===== src/rtl/vwm_pkg.sv =====
package vwm_pkg;

    // Width of every millivolt quantity (sample, setpoint, thresholds)
    localparam int MV_W   = 13;
    // Setpoints are whole multiples of this step
    localparam int UNIT_MV = 50;
    // Setpoint in UNIT_MV steps, max 70
    localparam int UNIT_W = 7;
    // Width of unit*percent products
    localparam int PROD_W = UNIT_W + 8;

    // Percentages of the setpoint
    localparam int PCT_LO_TRIP = 88;
    localparam int PCT_LO_REL  = 90;
    localparam int PCT_HI_REL  = 110;
    localparam int PCT_HI_TRIP = 112;
    localparam int PCT_OV_TRIP = 117;

    typedef enum logic [2:0] {
        PG_IDLE     = 3'd0,
        PG_DISABLED = 3'd1,
        PG_UNDER    = 3'd2,
        PG_GOOD     = 3'd3,
        PG_OVER     = 3'd4
    } pg_state_t;

    typedef struct packed {
        logic [MV_W-1:0] lo_trip;
        logic [MV_W-1:0] lo_rel;
        logic [MV_W-1:0] hi_rel;
        logic [MV_W-1:0] hi_trip;
        logic [MV_W-1:0] ov_trip;
    } thresh_t;

endpackage


===== src/rtl/vwm_vid_decode.sv =====
module vwm_vid_decode
    import vwm_pkg::*;
(
    input  logic [4:0]        code,
    output logic [UNIT_W-1:0] units,
    output logic [MV_W-1:0]   setpoint_mv,
    output logic              off
);
    // Lower range base: 1300 mV = 26 units; field counts downward from 15
    localparam int LO_BASE_U = 1300 / UNIT_MV;
    // Upper range base: 2100 mV = 42 units; field counts downward from 14
    localparam int HI_BASE_U = 2100 / UNIT_MV;
    localparam int HI_STEP_U = 100 / UNIT_MV;

    logic [UNIT_W-1:0] nib;
    logic [UNIT_W-1:0] units_lo;
    logic [UNIT_W-1:0] units_hi;

    always_comb begin
        nib      = UNIT_W'(code[3:0]);
        units_lo = UNIT_W'(LO_BASE_U) + (UNIT_W'(15) - nib);
        units_hi = UNIT_W'(HI_BASE_U) + UNIT_W'(HI_STEP_U) * (UNIT_W'(14) - nib);
        off      = (code == 5'b11111);
        if (off)
            units = '0;
        else if (code[4])
            units = units_hi;
        else
            units = units_lo;
        setpoint_mv = MV_W'(units) * MV_W'(UNIT_MV);
    end

endmodule


===== src/rtl/vwm_thresholds.sv =====
module vwm_thresholds
    import vwm_pkg::*;
(
    input  logic [UNIT_W-1:0] units,
    output thresh_t           th
);
    // setpoint*pct/100 == units*UNIT_MV*pct/100 == units*pct/2 when UNIT_MV is 50
    localparam int SHIFT = (UNIT_MV == 50) ? 1 : 0;
    localparam int NTH = 5;
    localparam int PCTS [NTH] = '{PCT_LO_TRIP, PCT_LO_REL, PCT_HI_REL, PCT_HI_TRIP, PCT_OV_TRIP};
    // Lower limits round up (narrower window); upper limits round down
    localparam bit ROUND_UP [NTH] = '{1'b1, 1'b1, 1'b0, 1'b0, 1'b0};

    logic [MV_W-1:0] lvl [NTH];

    for (genvar i = 0; i < NTH; i++) begin : g_lvl
        logic [PROD_W-1:0] prod;
        always_comb begin
            prod = PROD_W'(units) * PROD_W'(PCTS[i]);
            if (ROUND_UP[i])
                prod = prod + PROD_W'((1 << SHIFT) - 1);
            lvl[i] = MV_W'(prod >> SHIFT);
        end
    end

    always_comb begin
        th.lo_trip = lvl[0];
        th.lo_rel  = lvl[1];
        th.hi_rel  = lvl[2];
        th.hi_trip = lvl[3];
        th.ov_trip = lvl[4];
    end

endmodule


===== src/rtl/vwm_window_fsm.sv =====
module vwm_window_fsm
    import vwm_pkg::*;
(
    input  logic            clk,
    input  logic            rst,
    input  logic            off,
    input  logic            valid,
    input  logic [MV_W-1:0] sample,
    input  thresh_t         th,
    output logic            good,
    output pg_state_t       state
);
    pg_state_t state_q;
    pg_state_t state_d;
    logic      below_rel;
    logic      above_rel;
    logic      at_lo_trip;
    logic      at_hi_trip;

    always_comb begin
        below_rel  = sample <  th.lo_rel;
        above_rel  = sample >  th.hi_rel;
        at_lo_trip = sample <= th.lo_trip;
        at_hi_trip = sample >= th.hi_trip;
    end

    // Next-state logic
    always_comb begin
        state_d = state_q;
        if (off) begin
            state_d = PG_DISABLED;                 // T_SHUTDOWN
        end else if (valid) begin
            unique case (state_q)
                PG_GOOD: begin
                    if (at_hi_trip)
                        state_d = PG_OVER;         // T_TRIP_HIGH
                    else if (at_lo_trip)
                        state_d = PG_UNDER;        // T_DROP_LOW
                end
                PG_IDLE, PG_DISABLED, PG_UNDER, PG_OVER: begin
                    if (below_rel)                 // T_CLASSIFY
                        state_d = PG_UNDER;
                    else if (above_rel)
                        state_d = PG_OVER;
                    else
                        state_d = PG_GOOD;
                end
                default: state_d = PG_IDLE;
            endcase
        end
    end

    // State register
    always_ff @(posedge clk) begin
        if (rst)
            state_q <= PG_IDLE;
        else
            state_q <= state_d;
    end

    // Outputs
    always_comb begin
        state = state_q;
        unique case (state_q)
            PG_GOOD:                                      good = 1'b1;
            PG_IDLE, PG_DISABLED, PG_UNDER, PG_OVER:      good = 1'b0;
            default:                                      good = 1'b0;
        endcase
    end

endmodule


===== src/rtl/vwm_ov_detect.sv =====
module vwm_ov_detect
    import vwm_pkg::*;
(
    input  logic            clk,
    input  logic            rst,
    input  logic            off,
    input  logic            valid,
    input  logic [MV_W-1:0] sample,
    input  logic [MV_W-1:0] trip,
    output logic            ov
);
    logic ov_q;

    always_ff @(posedge clk) begin
        if (rst || off)
            ov_q <= 1'b0;
        else if (valid)
            ov_q <= (sample >= trip);
    end

    assign ov = ov_q;

endmodule


===== src/rtl/vid_window_monitor.sv =====
module vid_window_monitor
    import vwm_pkg::*;
#(
    parameter int SAMPLE_W = MV_W
) (
    input  logic                clk,
    input  logic                rst,
    input  logic [4:0]          vid_code,
    input  logic [SAMPLE_W-1:0] sample_mv,
    input  logic                sample_valid,
    output logic [SAMPLE_W-1:0] setpoint_mv,
    output logic                power_good,
    output logic                overvolt,
    output logic                crowbar_req,
    output logic                vid_off
);
    logic [UNIT_W-1:0] units;
    logic [MV_W-1:0]   sp_mv;
    logic              off;
    thresh_t           th;
    logic [MV_W-1:0]   sample_n;
    logic              good_raw;
    pg_state_t         pg_state;
    logic              ov_raw;

    assign sample_n = MV_W'(sample_mv);

    vwm_vid_decode u_dec (
        .code        (vid_code),
        .units       (units),
        .setpoint_mv (sp_mv),
        .off         (off)
    );

    vwm_thresholds u_thr (
        .units (units),
        .th    (th)
    );

    vwm_window_fsm u_fsm (
        .clk    (clk),
        .rst    (rst),
        .off    (off),
        .valid  (sample_valid),
        .sample (sample_n),
        .th     (th),
        .good   (good_raw),
        .state  (pg_state)
    );

    vwm_ov_detect u_ov (
        .clk    (clk),
        .rst    (rst),
        .off    (off),
        .valid  (sample_valid),
        .sample (sample_n),
        .trip   (th.ov_trip),
        .ov     (ov_raw)
    );

    // Reserved code masks the flags in the cycle it appears
    always_comb begin
        setpoint_mv = SAMPLE_W'(sp_mv);
        vid_off     = off;
        power_good  = good_raw & ~off;
        overvolt    = ov_raw & ~off;
        crowbar_req = ov_raw & ~off;
    end

endmodule


===== config.mk =====
export PLATFORM = sky130hd
export DESIGN_NAME = vid_window_monitor
export DESIGN_NICKNAME = d
export VERILOG_FILES = /design/src/rtl/vwm_pkg.sv /design/src/rtl/vwm_vid_decode.sv /design/src/rtl/vwm_thresholds.sv /design/src/rtl/vwm_window_fsm.sv /design/src/rtl/vwm_ov_detect.sv /design/src/rtl/vid_window_monitor.sv
export SDC_FILE = /design/constraint.sdc
export NUM_CORES = 1
export LEC_CHECK = 0
export ABC_AREA = 1
export BUFFER_PORTS_ARGS = -buffer_cell sky130_fd_sc_hd__buf_2
export CAP_MARGIN = 20
export CORE_AREA = 2 2 112 114
export DETAILED_ROUTE_END_ITERATION = 10
export DIE_AREA = 0 0 114 116
export GPL_TIMING_DRIVEN = 0
export PLACE_DENSITY = 0.61
export REMOVE_ABC_BUFFERS = 1
export SYNTH_ARGS = -nofsm -noshare
export SYNTH_HDL_FRONTEND = slang
export SYNTH_SLANG_ARGS = --single-unit
export TNS_END_PERCENT = 50

===== constraint.sdc =====
create_clock -name clk -period 6.25 [get_ports clk]
set_clock_uncertainty 0.2 [all_clocks]
set_input_delay 0 -clock clk [delete_from_list [all_inputs] [get_ports clk]]
set_output_delay 0 -clock clk [all_outputs]
set_load 0.005 [all_outputs]

==> results of run 1 <==
## per-stage QoR
| stage | area [µm²] | std cells | setup TNS [ns] |
|---|---|---|---|
| 2_1_floorplan | 5330 | 720 | 0 |
| 3_3_place_gp | 5700 | 903 | -1.63 |
| 3_5_place_dp | 5740 | 908 | 0 |
| 4_1_cts | 5840 | 913 | 0 |
| 5_1_grt | 5840 | 913 | 0 |
| 6_report | 5840 | 913 | 0 |
## per-layer routing
layer	track usage [%]	up-vias	share of wire, %
met5	0	-	0
met4	4.15	0	2.0
met3	0.575	15	2.7
met2	37.6	88	47
met1	27.3	2098	48
li1	-	2434	-
## worst max path at each step
stage                                 to  slack (ns)  cells after the start
after floorplan           u_fsm.state[0]        0.91                     28
after global placement    u_fsm.state[0]       -0.54                     30
after detailed placement  u_fsm.state[0]        0.05                     31
after CTS                 u_fsm.state[0]        0.29                     30
after global routing      u_fsm.state[1]         0.1                     28
final                     u_fsm.state[1]        0.65                     28
## synthesized netlist by cell type (2+ instances only)
cell type  count  area (µm²)
ha_1         163        2040
inv_1        149         559
nand2_1      120         450
a21oi_1       55         275
nor2_1        38         143
fa_1          37         741
xor2_1        33         289
nand3_1       23         115
xnor2_1       14         123
o21ai_1       13        65.1
nand4_1       11        68.8
o21ai_0       11        55.1
inv_2         10        37.5
nor3_1         5        25.0
dfxtp_1        4        80.1
o31ai_1        4        30.0
a31oi_1        3        18.8
nand2_2        3        18.8
a21o_1         2        15.0
and3_1         2        12.5
buf_4          2        15.0
o211ai_1       2        15.0
o22ai_1        2        12.5
## sequential cells by signal (all words and copies together) (netlist names)
register,count
u_ov.ov,1
u_fsm.state,3
## final cells by class
cell class	count	area (µm²)
clock buffers	3	75.1
well taps	147	184
repair buffers	43	245
multi-input cells	557	4660
fillers	1199	6070
flip-flops and latches	4	80.1
inverters	159	597
## kinds of logic after synthesis
| group | synth area share (%) |
|---|---|
| flip-flops | 1.50 |
| adder cells (fa/ha/maj) | 52.0 |
| AO/OA/AOI/OAI | 10.6 |
| buffers and inverters | 11.4 |
| AND/OR/NAND/NOR | 16.7 |
| XOR/XNOR | 7.70 |
| other | 0.0701 |
## power breakdown
group / switching [µW] / internal [µW]
Combinational: 1350 / 938
Clock: 18.5 / 81.8
Sequential: 6.44 / 33.1
## worst max-delay path, stage by stage
cell,delay [ns]
buf_2,0.14
ha_1,0.20
nand2_1,0.06
nand2_1,0.05
xor2_1,0.20
nand2_1,0.12
nor2_2,0.36
inv_1,0.35
fa_1,0.63
fa_1,0.50
inv_1,0.05
fa_1,0.48
ha_1,0.35
a21oi_1,0.26
o31ai_4,0.13
nand4_1,0.09
o211ai_1,0.12
xor2_1,0.16
ha_1,0.30
nand2_2,0.07
nor2_4,0.12
nand2_2,0.08
nor2_2,0.09
nand2_1,0.07
a21oi_2,0.24
nand2_1,0.08
a21oi_1,0.14
nor2_1,0.06
## repair_timing
| item | in CTS | in global routing |
|---|---|---|
| hold buffers | 2 | 0 |
| endpoints found under the hold margin | 4 | 0 |
| gates resized for setup | 0 | 2 |
| endpoints found under the setup margin | 0 | 3 |
==> impl_metrics.ini, run 1 <==
[outcome]
status = completed

[placement]
pre_cts_slack_ns = 0.0534
place_congestion = 0.902
dpl.hpwl_um = 11600
portBuffers = 36

[die]
coreArea_um2 = 11900
ios = 38
die_y_um = 116
die_area_um2 = 13200
die_w_um = 114
rows = 40
start_util_pct = 44.9

[worst_setup_path]
rr_worst_depth = 9
critPathLaunch = vid_code[1]
ff2ff_setup_slack_ns = 4.74
start_kind = input port
r2r-end = u_fsm.state[0]
path_max_fanout = 7
arrival_ns = 5.51
crit_type = input port to register
cp-end-kind = register
timing.rr.start = u_fsm.state[1]
worstPathRequired_ns = 6.16

[drt]
routed_wl_um = 13000
drtIter0Drc = 228
viasPerCell = 5.08
dr.pass1.iters = 5
vias = 4635
drc = 0
ant_nets = 0
routedWlPerCell_um = 14.2

[sta]
fmax_mhz = 179
fin_crit_ns = 5.60
fin_ws_ns = 0.652
relSlewSlack_pct = 30.6
setup_violations = 0
hold_viol_final = 0
period_share_pct = 89.6
slew_violations = 0
rsz0062_at_grt = no
tightestPinTransition_ns = 1.04
holdWs_ns = 0.143

[layout]
layout_commonest_cell = ha_1
diodes = 0
mostFrequentLayoutCells = ha_1 (163), inv_1 (149), nand2_1 (120), a21oi_1 (55)
syn_to_final_growth_pct = 9.31
final_util_pct = 49.1
layout-drive-gt1-share_pct = 8.62
nets = 989

[power_and_ir_drop]
power_density_nw_per_um2 = 415
p_leak_uw = 0.00338
vdd_drop_max_mv = 0.194
power_uw = 2430

[clock_network]
htreeDepth = 1
cts.sinks = 4
clk_path_buf_depth = 2
postCtsSetupRepairBufs = 0
clock_latency_ns = 0.23
clk_pin_slew_ns = 0.03
root_buffer = clkbuf_16
cts_made_buffers = 3
cts_tree = done

[hold_path]
hold_end = u_fsm.state[0]
hp-class = input port to register
whs_path_depth = 7
holdCritStartpoint = vid_code[4]

[job]
maxCapViolCount = 0

[logic_synthesis]
syn_avg_cell_area_um2 = 7.40
synth-seq-cells = 4
yosysSeqAreaShare_pct = 1.50
synth_cells = 722
async_flop_share_pct = 0
synth_edf_count = 0
ys.warnings.count = 0
syn_area_um2 = 5350
ys.flop_type = dfxtp_1
ys_types = 39

[grt]
grt_pass1_wl_um = 21700
grtUsageTotal_pct = 20.6
grt_start_max_net_pins = 11
grt_pass1_vias = 4635
antenna_found_initial = 0
overflow = 0
Power figures use the tool's default switching activity.
==> run 2, diff against run 1 <==
- CAP_MARGIN: 20 -> 30
- CORE_AREA: 2 2 112 114 -> 2 2 123 125
- DIE_AREA: 0 0 114 116 -> 0 0 125 127
- PLACE_DENSITY: 0.61 -> 0.6
- SYNTH_HIERARCHICAL: unset -> 1
==> impl_metrics.ini, run 2 <==
[worst_setup_path]
path_max_fanout = 11
critPathLaunch = vid_code[0]
path_buf_inv = 8
cp_top_family = adder cells
crit_path_top_delay_cell = fa_1
max_stage_delay_ns = 0.63
critPathMostFrequentCell = nand2_1
cp-end-kind = register
timing.rr.start = u_fsm/state[0]
arrival_ns = 5.58
worstPathRequired_ns = 6.21
crit_type = input port to register
worstSetupPathDepth = 36
start_kind = input port
rr_worst_depth = 7

[clock_network]
cts_tree = done
root_buffer = clkbuf_16
clock_latency_ns = 0.22
htreeDepth = 1
postCtsSetupRepairBufs = 0
clk_pin_slew_ns = 0.03
cts_made_buffers = 3
ctsResizeCount = 0
clk_path_buf_depth = 2
cts.sinks = 4

[sta]
period_share_pct = 89.9
fin_crit_ns = 5.62
setup_violations = 0
slew_violations = 0
hold_viol_final = 0
relSlewSlack_pct = 44.4
finalSetupTns_ns = 0
tightestPinTransition_ns = 0.834
rsz0062_at_grt = no
fmax_mhz = 178
fin_ws_ns = 0.629

[outcome]
status = completed

[grt]
overflow = 0
antenna_found_initial = 0
grt_pass1_vias = 5279
grt_start_max_net_pins = 17
grtUsageTotal_pct = 18.8
grt_pass1_wl_um = 24900

[logic_synthesis]
ys.flop_type = dfxtp_1
yosysMostFrequentCell = nand2_1
ys_top_cells_by_area = ha_1 (34%), nand2_1 (14%), inv_1 (14%), fa_1 (11%), nand3_1 (4.3%)
synth-seq-cells = 4
synth_edf_count = 0
synth_cells = 961
synth_top_area_cell = ha_1
ys_types = 41
synth_top_area_share_pct = 34.3
async_flop_share_pct = 0
syn_avg_cell_area_um2 = 6.71
syn_area_um2 = 6450
yosysSeqAreaShare_pct = 1.24
ys.warnings.count = 6
netlist_top_cells_count = nand2_1 (238), inv_1 (233), ha_1 (177)

[hold_path]
holdCritStartpoint = vid_code[0]
hp-class = input port to primary output
whs_path_depth = 3

[layout]
layout_commonest_cell = nand2_1
largest_reg_flops = 3
diodes = 0
nets = 1224
register_area_um2 = 80.1
instances_no_fill = 1171
design_area_um2 = 6840
final_util_pct = 47.4
fillerInstances = 1559
syn_to_final_growth_pct = 6.02
layout-drive-gt1-share_pct = 8.71
mostFrequentLayoutCells = nand2_1 (238), inv_1 (233), ha_1 (177), nand3_1 (55), nor2_1 (49)
multi_input_area_um2 = 5330

[placement]
dp_cells = 1166
pre_cts_slack_ns = 0.408
dpl.hpwl_um = 12700
place_congestion = 0.840
dpl_cell_area_um2 = 6740
portBuffers = 36

[power_and_ir_drop]
p_leak_uw = 0.00428
power_density_nw_per_um2 = 335
vdd_drop_max_mv = 0.157

[drt]
drtIter0Drc = 188
ant_nets = 0
drc = 0
routed_wl_um = 14300
dr.pass1.iters = 4
viasPerCell = 4.70
vias = 5501
routedWlPerCell_um = 12.2

[die]
ios = 38
die_area_um2 = 15900
die_w_um = 125
rows = 44
start_util_pct = 44.7
coreArea_um2 = 14400
die_y_um = 127

[job]
maxCapViolCount = 0
## run 2: cell types whose count changed after synthesis, sizes merged, moves of 14 or more
cell   previous run  this run
nand3            24        61
buf               2        21
inv             159       239
a21oi            56        42
ha              163       177
nor2             40        57
nand2           123       252
## run 2: where the power goes
part / internal, µW / switching, µW / total, µW
clock network: 81.6 / 16.2 / 97.8
registers: 31.9 / 3.86 / 35.8
logic: 843 / 1320 / 2160
## run 2: tightest hold or removal path: cells and delay by family
family                 cells  cell delay (ns)
and+or+nand+nor            1             0.12
buffers and inverters      2             0.29
## run 2: final timing paths
| check | endpoint | slack [ns] |
|---|---|---|
| worst min-delay path | setpoint_mv[1] | 0.21 |
| worst max register to register | u_fsm/state[2] | 4.85 |
| worst min register to register | u_ov/ov | 0.32 |
| worst max-delay path | u_fsm/state[0] | 0.63 |
## run 2: final cells by class
type                       instances  share of cell area, %
timing repair buffer              40                   3.20
multi-input combinational        701                   78.0
tap                              184                   3.37
clock buffer                       3                   1.10
sequential                         4                   1.17
inverter                         239                   13.1
## run 2: layer usage
layer	GRT usage [%]	vias up	share of wire (%)
met2	34.2	43	48
met3	0.293	2	0.95
li1	-	3009	-
met4	0.915	0	0.22
met1	26.5	2447	51
met5	0	-	0
## run 2: repair_timing
item / 4_1_cts / 5_1_grt
hold buffers: 2 / 0
endpoints found under the hold margin: 4 / 0
setup endpoints to repair: 0 / 0
## run 2: metrics by stage
step	hold slack, ns	power (µW)
2_1_floorplan	-0.128	1720
3_3_place_gp	-0.00218	2190
3_5_place_dp	0.00232	2210
4_1_cts	0.217	2320
5_1_grt	0.263	2690
6_report	0.214	2290
## run 2: cell families (layout without fill, tap and decap cells)
| logic type | after synthesis | in the layout | share of synthesized area (%) |
|---|---|---|---|
| buffers and inverters | 260 | 282 | 16.4 |
| AO/OA/AOI/OAI | 66 | 66 | 6.09 |
| other | 2 | 6 | 0.116 |
| XOR/XNOR | 26 | 26 | 3.53 |
| AND/OR/NAND/NOR | 389 | 389 | 26.8 |
| adder cells (fa/ha/maj) | 214 | 214 | 45.8 |
| flip-flops | 4 | 4 | 1.24 |
==> run 3, diff against run 2 <==
- CAP_MARGIN: 30 -> 10
- CORE_AREA: 2 2 123 125 -> 2 2 118 131
- DIE_AREA: 0 0 125 127 -> 0 0 120 133
- clock period: 6.25 -> 7.3 ns (I/O delays scaled with it)
==> impl_metrics.ini, run 3 (synthesis results as in run 2) <==
[worst_setup_path]
cp_top_family = adder cells
cp-end-kind = register
worstPathRequired_ns = 7.26
arrival_ns = 5.78
crit_type = input port to register
start_kind = input port
crit_path_top_delay_cell = fa_1
path_buf_inv = 7
path_max_fanout = 11
max_stage_delay_ns = 0.61
critPathMostFrequentCell = nand2_1

[grt]
grt_pass1_vias = 5430
antenna_found_initial = 0
grt_start_max_net_pins = 17
overflow = 0
grtUsageTotal_pct = 18.9
grt_pass1_wl_um = 24700

[drt]
drc = 0
routed_wl_um = 14300
routedWlPerCell_um = 12.1
viasPerCell = 4.64
vias = 5479
drtIter0Drc = 234
dr.pass1.iters = 4
ant_nets = 0

[sta]
finalSetupTns_ns = 0
fmax_mhz = 172
hold_viol_final = 0
tightestPinTransition_ns = 1.10
rsz0062_at_grt = no
fin_crit_ns = 5.82
relSlewSlack_pct = 26.5
slew_violations = 0
setup_violations = 0
period_share_pct = 79.7

[die]
coreArea_um2 = 14800
start_util_pct = 43.7
ios = 38
die_w_um = 120
die_area_um2 = 16000
die_y_um = 133
rows = 47

[power_and_ir_drop]
p_leak_uw = 0.00427
power_density_nw_per_um2 = 282
vdd_drop_max_mv = 0.202

[layout]
nets = 1223
diodes = 0
layout-drive-gt1-share_pct = 8.62
largest_reg_flops = 3
mostFrequentLayoutCells = nand2_1 (238), inv_1 (233), ha_1 (177), nand3_1 (55), nor2_1 (49)
layout_commonest_cell = nand2_1
fillerInstances = 1573
final_util_pct = 46.3
syn_to_final_growth_pct = 6.07

[outcome]
status = completed

[clock_network]
cts_made_buffers = 3
cts.sinks = 4
htreeDepth = 1
cts_tree = done
clk_pin_slew_ns = 0.03
root_buffer = clkbuf_16
ctsResizeCount = 0
clock_latency_ns = 0.22
clk_path_buf_depth = 2

[hold_path]
hp-class = input port to register

[job]
maxCapViolCount = 0

[placement]
portBuffers = 36
dpl.hpwl_um = 12200
place_congestion = 0.832
[run 3: changes by cell type in the layout (fill, tap and decap cells not counted)]
cell   delta
buf_6     -1
[run 3: worst paths after layout]
kind	startpoint	to	slack, ns	cells after the start
max	vid_code[1]	u_fsm/state[1]	1.48	34
min	vid_code[3]	u_fsm/state[0]	0.25	7
max reg2reg	u_fsm/state[0]	u_fsm/state[1]	5.93	7
min reg2reg	u_fsm/state[2]	u_fsm/state[2]	0.32	2
[run 3: stage by stage]
stage	worst slack, ns	hold slack [ns]	area (µm²)	power [µW]	cells
3_5_place_dp	1.26	-0.00616	6740	1860	1177
4_1_cts	1.49	0.259	6840	1960	1182
3_3_place_gp	1.23	-0.00538	6730	1840	1176
5_1_grt	0.980	0.304	6840	2280	1182
2_1_floorplan	2.42	-0.128	6300	1480	944
6_report	1.48	0.245	6840	1930	1182
[run 3: metal layers]
| metal | global-route usage, % | share of wire, % |
|---|---|---|
| met4 | 4.18 | 2.9 |
| met5 | 0 | 0 |
| met1 | 24.7 | 47 |
| met2 | 33.9 | 47 |
| met3 | 1.29 | 2.6 |
[run 3: area by class of cell]
| cell class | count | area [µm²] | area share [%] |
|---|---|---|---|
| Clock buffer | 3 | 75.1 | 1.10 |
| Inverter | 239 | 897 | 13.1 |
| Multi-Input combinational cell | 701 | 5330 | 78.0 |
| Sequential cell | 4 | 80.1 | 1.17 |
| Tap cell | 196 | 245 | 3.59 |
| Timing Repair Buffer | 39 | 208 | 3.04 |
[run 3: repair_timing]
item / CTS / global route
hold buffers: 2 / 0
buffers inserted: 0 / 0
hold endpoints to repair: 4 / 0
[run 3: power by group]
part	leakage [µW]	internal, µW	total [µW]	switching (µW)
clock	0.0000370	69.9	83.9	14.1
combinational	0.00420	721	1820	1100
sequential	0.0000332	27.3	30.5	3.13
[run 3: tightest hold or removal path: stages]
cell     delay, ns
buf_2         0.14
nand3_2       0.08
nor2_1        0.14
inv_1         0.08
nand2_1       0.05
nor2_1        0.09
nor2_1        0.04
